**config.mk**
```make
export PLATFORM = sky130hd
export DESIGN_NAME = desc_chain_fetch
export DESIGN_NICKNAME = d
export VERILOG_FILES = /design/src/rtl/desc_chain_pkg.sv /design/src/rtl/desc_chain_dp.sv /design/src/rtl/desc_chain_ctrl.sv /design/src/rtl/desc_chain_fetch.sv
export SDC_FILE = /design/constraint.sdc
export NUM_CORES = 2
export LEC_CHECK = 0
export BUFFER_PORTS_ARGS = -buffer_cell sky130_fd_sc_hd__buf_2
export CORE_ASPECT_RATIO = 1.5
export CORE_MARGIN = 2
export CORE_UTILIZATION = 24
export DETAILED_ROUTE_END_ITERATION = 10
export PLACE_DENSITY = 0.44
export SLEW_MARGIN = 20
export SYNTH_ARGS = -nofsm -noshare
export SYNTH_HDL_FRONTEND = slang
export SYNTH_SLANG_ARGS = --single-unit
```
**constraint.sdc**
```tcl
create_clock -name clk -period 3.4 [get_ports clk]
set_clock_uncertainty 0.2 [all_clocks]
set_input_delay 0.68 -clock clk [delete_from_list [all_inputs] [get_ports clk]]
set_output_delay 0.68 -clock clk [all_outputs]
set_load 0.1 [all_outputs]
```
**src/rtl/desc_chain_pkg.sv**
```systemverilog
package desc_chain_pkg;
  localparam int ADDR_W = 64;
  localparam int WORD_W = 32;

  // word positions inside one descriptor
  localparam int W_FLAGS   = 0;
  localparam int W_ID      = 1;
  localparam int W_DST     = 2;
  localparam int W_SRC     = 4;
  localparam int W_NEXT    = 6;
  localparam int W_YLEN    = 8;
  localparam int W_XLEN    = 9;
  localparam int W_SSTRIDE = 10;
  localparam int W_DSTRIDE = 11;

  typedef struct packed {
    logic [WORD_W-1:0] id;
    logic [ADDR_W-1:0] dst;
    logic [ADDR_W-1:0] src;
    logic [ADDR_W-1:0] nxt;
    logic [WORD_W-1:0] yLen;
    logic [WORD_W-1:0] xLen;
    logic [WORD_W-1:0] srcStride;
    logic [WORD_W-1:0] dstStride;
    logic              irq;
    logic              last;
  } desc_t;

  typedef struct packed {
    logic loadHead;
    logic followNext;
    logic capture;
    logic promote;
  } strobe_t;
endpackage

```
**src/rtl/desc_chain_dp.sv**
```systemverilog
module desc_chain_dp
  import desc_chain_pkg::*;
#(
  parameter int DESC_WORDS = 16,
  localparam int IDX_W = $clog2(DESC_WORDS)
) (
  input  logic              clk,
  input  logic              rstN,
  input  strobe_t           stb,
  input  logic [IDX_W-1:0]  idx,
  input  logic [ADDR_W-1:0] headAddr,
  input  logic [WORD_W-1:0] rdData,
  output logic [ADDR_W-1:0] rdAddr,
  output logic              stagedLast,
  output logic              outIrq,
  output logic [WORD_W-1:0] outId,
  output logic [ADDR_W-1:0] outDst,
  output logic [ADDR_W-1:0] outSrc,
  output logic [WORD_W-1:0] outXLen,
  output logic [WORD_W-1:0] outYLen,
  output logic [WORD_W-1:0] outSrcStride,
  output logic [WORD_W-1:0] outDstStride
);
  logic [ADDR_W-1:0] descAddr;
  desc_t             staged;

  assign rdAddr     = descAddr + ADDR_W'({idx, 2'b00});
  assign stagedLast = staged.last;

  always_ff @(posedge clk) begin
    if (!rstN) begin
      descAddr <= '0;
    end else if (stb.loadHead) begin
      descAddr <= headAddr;
    end else if (stb.followNext) begin
      descAddr <= staged.nxt;
    end
  end

  always_ff @(posedge clk) begin
    if (!rstN) begin
      staged <= '0;
    end else if (stb.capture) begin
      case (idx)
        IDX_W'(W_FLAGS): begin
          staged.last <= rdData[0];
          staged.irq  <= rdData[1];
        end
        IDX_W'(W_ID):          staged.id              <= rdData;
        IDX_W'(W_DST):         staged.dst[31:0]       <= rdData;
        IDX_W'(W_DST + 1):     staged.dst[63:32]      <= rdData;
        IDX_W'(W_SRC):         staged.src[31:0]       <= rdData;
        IDX_W'(W_SRC + 1):     staged.src[63:32]      <= rdData;
        IDX_W'(W_NEXT):        staged.nxt[31:0]       <= rdData;
        IDX_W'(W_NEXT + 1):    staged.nxt[63:32]      <= rdData;
        IDX_W'(W_YLEN):        staged.yLen            <= rdData;
        IDX_W'(W_XLEN):        staged.xLen            <= rdData;
        IDX_W'(W_SSTRIDE):     staged.srcStride       <= rdData;
        IDX_W'(W_DSTRIDE):     staged.dstStride       <= rdData;
        default: ;
      endcase
    end
  end

  always_ff @(posedge clk) begin
    if (!rstN) begin
      outIrq       <= 1'b0;
      outId        <= '0;
      outDst       <= '0;
      outSrc       <= '0;
      outXLen      <= '0;
      outYLen      <= '0;
      outSrcStride <= '0;
      outDstStride <= '0;
    end else if (stb.promote) begin
      outIrq       <= staged.irq;
      outId        <= staged.id;
      outDst       <= staged.dst;
      outSrc       <= staged.src;
      outXLen      <= staged.xLen;
      outYLen      <= staged.yLen;
      outSrcStride <= staged.srcStride;
      outDstStride <= staged.dstStride;
    end
  end

  AST_CAPTURE_PROMOTE_EXCL: assert property (@(posedge clk) disable iff (!rstN)
    !(stb.capture && stb.promote)) else $error("capture and promote together");
endmodule

```
**src/rtl/desc_chain_ctrl.sv**
```systemverilog
module desc_chain_ctrl
  import desc_chain_pkg::*;
#(
  parameter int DESC_WORDS = 16,
  localparam int IDX_W = $clog2(DESC_WORDS)
) (
  input  logic             clk,
  input  logic             rstN,
  input  logic             start,
  input  logic             rdGnt,
  input  logic             rdValid,
  input  logic             rdErr,
  input  logic             segReady,
  input  logic             stagedLast,
  input  logic             outIrq,
  output strobe_t          stb,
  output logic [IDX_W-1:0] idx,
  output logic             rdReq,
  output logic             segValid,
  output logic             irqPulse,
  output logic             errFlag,
  output logic             busy
);
  localparam logic [IDX_W-1:0] LAST_IDX = IDX_W'(DESC_WORDS - 1);

  typedef enum logic [1:0] {S_IDLE, S_REQ, S_WAIT, S_FULL} state_t;
  state_t state;

  logic segFire, slotFree, takeStart;
  assign segFire   = segValid && segReady;
  assign slotFree  = !segValid || segFire;
  assign takeStart = (state == S_IDLE) && start && !segValid;
  assign rdReq     = (state == S_REQ);
  assign busy      = (state != S_IDLE) || segValid;

  always_comb begin
    stb = '0;
    case (state)
      S_IDLE: stb.loadHead = takeStart;
      S_WAIT: stb.capture  = rdValid && !rdErr;
      S_FULL: begin
        stb.promote    = slotFree;
        stb.followNext = slotFree && !stagedLast;
      end
      default: ;
    endcase
  end

  always_ff @(posedge clk) begin
    if (!rstN) begin
      state   <= S_IDLE;
      idx     <= '0;
      errFlag <= 1'b0;
    end else begin
      case (state)
        S_IDLE: if (takeStart) begin
          errFlag <= 1'b0;
          idx     <= '0;
          state   <= S_REQ;
        end
        S_REQ: if (rdGnt) state <= S_WAIT;
        S_WAIT: if (rdValid) begin
          if (rdErr) begin
            errFlag <= 1'b1;
            state   <= S_IDLE;
          end else if (idx == LAST_IDX) begin
            state <= S_FULL;
          end else begin
            idx   <= idx + 1'b1;
            state <= S_REQ;
          end
        end
        S_FULL: if (slotFree) begin
          idx   <= '0;
          state <= stagedLast ? S_IDLE : S_REQ;
        end
        default: state <= S_IDLE;
      endcase
    end
  end

  always_ff @(posedge clk) begin
    if (!rstN) begin
      segValid <= 1'b0;
      irqPulse <= 1'b0;
    end else begin
      if (stb.promote)  segValid <= 1'b1;
      else if (segFire) segValid <= 1'b0;
      irqPulse <= segFire && outIrq;
    end
  end

  AST_REQ_HOLD: assert property (@(posedge clk) disable iff (!rstN)
    rdReq && !rdGnt |=> rdReq) else $error("request dropped");
  AST_ONE_AHEAD: assert property (@(posedge clk) disable iff (!rstN)
    (state == S_FULL) && segValid && !segReady |=> !rdReq) else $error("fetched two ahead");
  AST_STOP_AT_END: assert property (@(posedge clk) disable iff (!rstN)
    (state == S_FULL) && slotFree && stagedLast |=> !rdReq) else $error("read after end");
  AST_IRQ_CAUSE: assert property (@(posedge clk) disable iff (!rstN)
    irqPulse |-> $past(segFire)) else $error("spurious irq");
  AST_ERR_QUIET: assert property (@(posedge clk) disable iff (!rstN)
    errFlag |-> !rdReq) else $error("read after error");
endmodule

```
**src/rtl/desc_chain_fetch.sv**
```systemverilog
module desc_chain_fetch
  import desc_chain_pkg::*;
#(
  parameter int DESC_WORDS = 16
) (
  input  logic        clk,
  input  logic        rstN,
  input  logic        start,
  input  logic [63:0] headAddr,
  output logic        busy,
  output logic        rdReq,
  output logic [63:0] rdAddr,
  input  logic        rdGnt,
  input  logic        rdValid,
  input  logic [31:0] rdData,
  input  logic        rdErr,
  output logic        segValid,
  input  logic        segReady,
  output logic [31:0] segId,
  output logic [63:0] segDst,
  output logic [63:0] segSrc,
  output logic [31:0] segXLen,
  output logic [31:0] segYLen,
  output logic [31:0] segSrcStride,
  output logic [31:0] segDstStride,
  output logic        irqPulse,
  output logic        errFlag
);
  localparam int IDX_W = $clog2(DESC_WORDS);

  strobe_t          stb;
  logic [IDX_W-1:0] idx;
  logic             stagedLast, outIrq;

  desc_chain_ctrl #(.DESC_WORDS(DESC_WORDS)) u_ctrl (
    .clk(clk), .rstN(rstN), .start(start), .rdGnt(rdGnt), .rdValid(rdValid),
    .rdErr(rdErr), .segReady(segReady), .stagedLast(stagedLast), .outIrq(outIrq),
    .stb(stb), .idx(idx), .rdReq(rdReq), .segValid(segValid),
    .irqPulse(irqPulse), .errFlag(errFlag), .busy(busy)
  );

  desc_chain_dp #(.DESC_WORDS(DESC_WORDS)) u_dp (
    .clk(clk), .rstN(rstN), .stb(stb), .idx(idx), .headAddr(headAddr),
    .rdData(rdData), .rdAddr(rdAddr), .stagedLast(stagedLast), .outIrq(outIrq),
    .outId(segId), .outDst(segDst), .outSrc(segSrc), .outXLen(segXLen),
    .outYLen(segYLen), .outSrcStride(segSrcStride), .outDstStride(segDstStride)
  );

  AST_ADDR_HOLD: assert property (@(posedge clk) disable iff (!rstN)
    rdReq && !rdGnt |=> $stable(rdAddr)) else $error("address moved");
  AST_SEG_HOLD: assert property (@(posedge clk) disable iff (!rstN)
    segValid && !segReady |=> segValid && $stable(segId) && $stable(segDst) && $stable(segXLen))
    else $error("segment moved");
endmodule

```
==> results.yml <==
outcome:
  status: "finished, violations left"
  violations: "negative setup slack"
worst_hold_path:
  whs_path_depth: 3
  hold_class: "input pin to register"
  hp-start: "headAddr[52]"
  worstHoldEndpoint: "u_dp.descAddr[52]$_SDFFE_PN0P_"
floorplan:
  coreArea_um2: 111000
  dieArea_um2: 115000
  rows: 150
  start_util_pct: 24.2
  die_h_um: 415
  ioPinCount: 460
  die_w_um: 278
clock_network:
  clock_sinks: 716
  cts.clk_slew.worst_paths_ns: 0.06
  cts_max_level: 3
  ctsRootBufferMaster: "clkbuf_16"
  worstSkewPairLatency_ns: 0.65
  numCtsBuffers: 76
  cts_hold_buffers: 0
  cts_tree: "built"
  clockBufferDepth: 3
power_and_ir_drop:
  max-vdd-ir-drop_mv: 0.347
  powerDensity_nw_per_um2: 534
  p_leak_uw: 0.0133
synth:
  netlist_area_um2: 27000
  ys_warn_count: 0
  synth_edf_count: 0
  synth_largest_area_cell: "dfxtp_1"
  synthFlopType: "dfxtp_1"
  synthTopCellsByArea: "dfxtp_1, nand2_1, a21oi_1"
  synth_cell_types: 51
  yosysSeqAreaShare_pct: 53.2
  synth_top_area_share_pct: 53.2
  syn_area_per_cell_um2: 7.71
  synth_nets: 3608
  ys_seq_elements: 716
  async_flop_share_pct: 0
  synthCells: 3496
global_route:
  grt_pass1_vias: 22949
  grt_pass1_wl_mm: 160
  grt_usage_pct: 18.7
  antenna_found_initial: 5
  grt_overflow_total: 0
  grt_max_degree: 129
placement:
  hpwl_mm: 71.3
  portBuffers: 459
  dp.cells: 5236
  place.gp.congestion: 0.792
timing:
  fmax_mhz: 229
  setup_viol: 55
  final_max_slew_viol_count: 0
  final-hold-violation-count: 0
  setup_slack_ns: -0.969
  min_period_over_period_pct: 128
  setup_tns_ns: -22.97
  period_minus_slack_ns: 4.37
  rsz0062_at_grt: "true"
  tightest_slew_ns: 0.898
  slew_headroom_pct: 40.1
drt:
  wl_per_cell_um: 20.7
  antenna_left: 0
  dr.pass1.iters: 5
  viasPerCell: 4.57
  routed_wl_mm: 112
  num_vias: 24648
  drc: 0
  drt_iter0_markers: 1511
job:
  maxCapViolCount: 0
critical_path:
  critical_path_peak_fanout: 6
  worst_r2r_endpoint: "u_dp.staged[351]$_SDFFE_PN0P_"
  cp.arrival_ns: 3.49
  reg2reg_depth: 7
  cp.required_ns: 2.52
  critical_path_class: "register to output pin"
  end_kind: "output pin"
  crit_start: "u_ctrl.idx[0]$_SDFFE_PN0P_"
  r2r-start: "u_ctrl.idx[2]$_SDFFE_PN0P_"
  crit_path_start_kind: "register"
  rrSetupSlack_ns: 0.83
layout:
  areaGrowthSynthToFinish_pct: 34.0
  n_fill_cell: 11936
  instances_no_fill: 5389
  drive_gt1_share_pct: 21.9
  register_area_um2: 14300
  multi_input_area_um2: 12800
  fin_nets: 3995
[routing by layer]
| layer | GRT usage, % | up-vias | share of wire, % |
|---|---|---|---|
| li1 | - | 12159 | - |
| met1 | 23.7 | 11756 | 43 |
| met3 | 2.17 | 107 | 4.1 |
| met4 | 6.57 | 2 | 2.7 |
| met5 | 0 | - | 0.013 |
| met2 | 32.6 | 624 | 50 |
[cells by family after synthesis]
group	Yosys count	synth area share [%]
compound gates	730	15.3
xor+xnor	59	1.92
fa+ha+maj	9	0.445
buf+inv	315	4.46
flops	716	53.2
simple gates	1667	24.7
[final cells by class]
cell class	count	area share (%)
clock buffers	115	6.25
multi-input cells	2465	35.5
diodes	2	0.0138
flip-flops and latches	716	39.7
clock inverters	23	0.789
inverters	16	0.187
well taps	1444	5.00
repair buffers	608	12.6
[repair_timing]
item / in CTS / in global routing
gates resized for setup: 89 / 18
endpoints found under the setup margin: 59 / 58
pin swaps: 20 / 14
hold endpoints to repair: 0 / 0
setup buffers: 8 / 6
[stage by stage]
step / setup WS, ns / hold WS (ns) / total power, uW / utilization (%) / instance area (um^2)
after floorplan: -0.487 / 0.232 / 10100 / - / 28000
after global placement: -0.387 / 0.238 / 10900 / 29.6 / 33000
after detailed placement: -0.368 / 0.241 / 10900 / 29.6 / 33000
after CTS: -1.05 / 0.0292 / 19600 / 32.3 / 36000
after global routing: -1.06 / 0.0746 / 20000 / 32.4 / 36100
final: -0.969 / 0.0942 / 19300 / 32.4 / 36100
[sequential cells by signal, indices dropped and copies added (netlist names)]
register and count:
u_dp.outId 32, u_dp.descAddr 64, u_ctrl.errFlag 1, u_dp.outIrq 1
u_dp.outDstStride 32, u_dp.staged 353, u_ctrl.state 2, u_dp.outSrcStride 32
u_dp.stagedLast 1, u_dp.outXLen 32, u_dp.outDst 64, u_dp.outYLen 32
u_ctrl.segValid 1, u_dp.outSrc 64, u_ctrl.irqPulse 1, u_ctrl.idx 4
[critical path, cell delays in order, from the launching register on]
cell	delay, ns
dfxtp_4	0.36
ha_4	0.14
fa_2	0.20
a211o_1	0.14
or4b_4	0.50
or4b_4	0.55
buf_12	0.17
buf_12	0.15
nor4_4	0.25
xor2_4	0.19
buf_12	0.19
[layout by cell type (no fill, tap or decap), types with 19 or more instances in the layout]
cell,instances
xor2_4,24
nor2_1,75
a21boi_0,82
nand3_1,80
clkbuf_8,19
buf_6,19
clkbuf_1,19
dfxtp_1,712
a21oi_1,569
buf_4,116
a311oi_1,64
buf_12,72
buf_2,400
nand2_1,1387
clkbuf_16,77
[report_power, final]
part | leakage [uW] | internal (uW) | switching (uW) | total [uW]
Sequential | 0.00578 | 8480 | 81.9 | 8560
Clock | 0.00125 | 4870 | 3660 | 8530
Combinational | 0.00627 | 653 | 1550 | 2210
[worst max path at each step]
stage / end / depth (start not counted) / slack (ns)
2_1_floorplan: rdAddr[56] / 8 / -0.49
3_3_place_gp: rdAddr[46] / 10 / -0.39
3_5_place_dp: rdAddr[46] / 10 / -0.37
4_1_cts: rdAddr[46] / 10 / -1.05
5_1_grt: rdAddr[46] / 10 / -1.06
6_report: rdAddr[46] / 10 / -0.97
[synth_stat cells, types with 3 or more instances]
library cell	n
buf_1	4
dfxtp_1	716
nand3_1	89
nor3_1	20
and3_1	7
and4_1	4
inv_1	15
buf_4	3
nand2_1	1391
nor2b_1	8
ha_1	8
nor2_1	86
xnor2_1	26
xor2_1	33
nand4_1	17
o21ai_0	4
a311oi_1	64
a21oi_1	570
a21boi_0	82
clkbuf_1	289
and2_1	12
nor4_1	14
(Power assumes the default switching activity.)
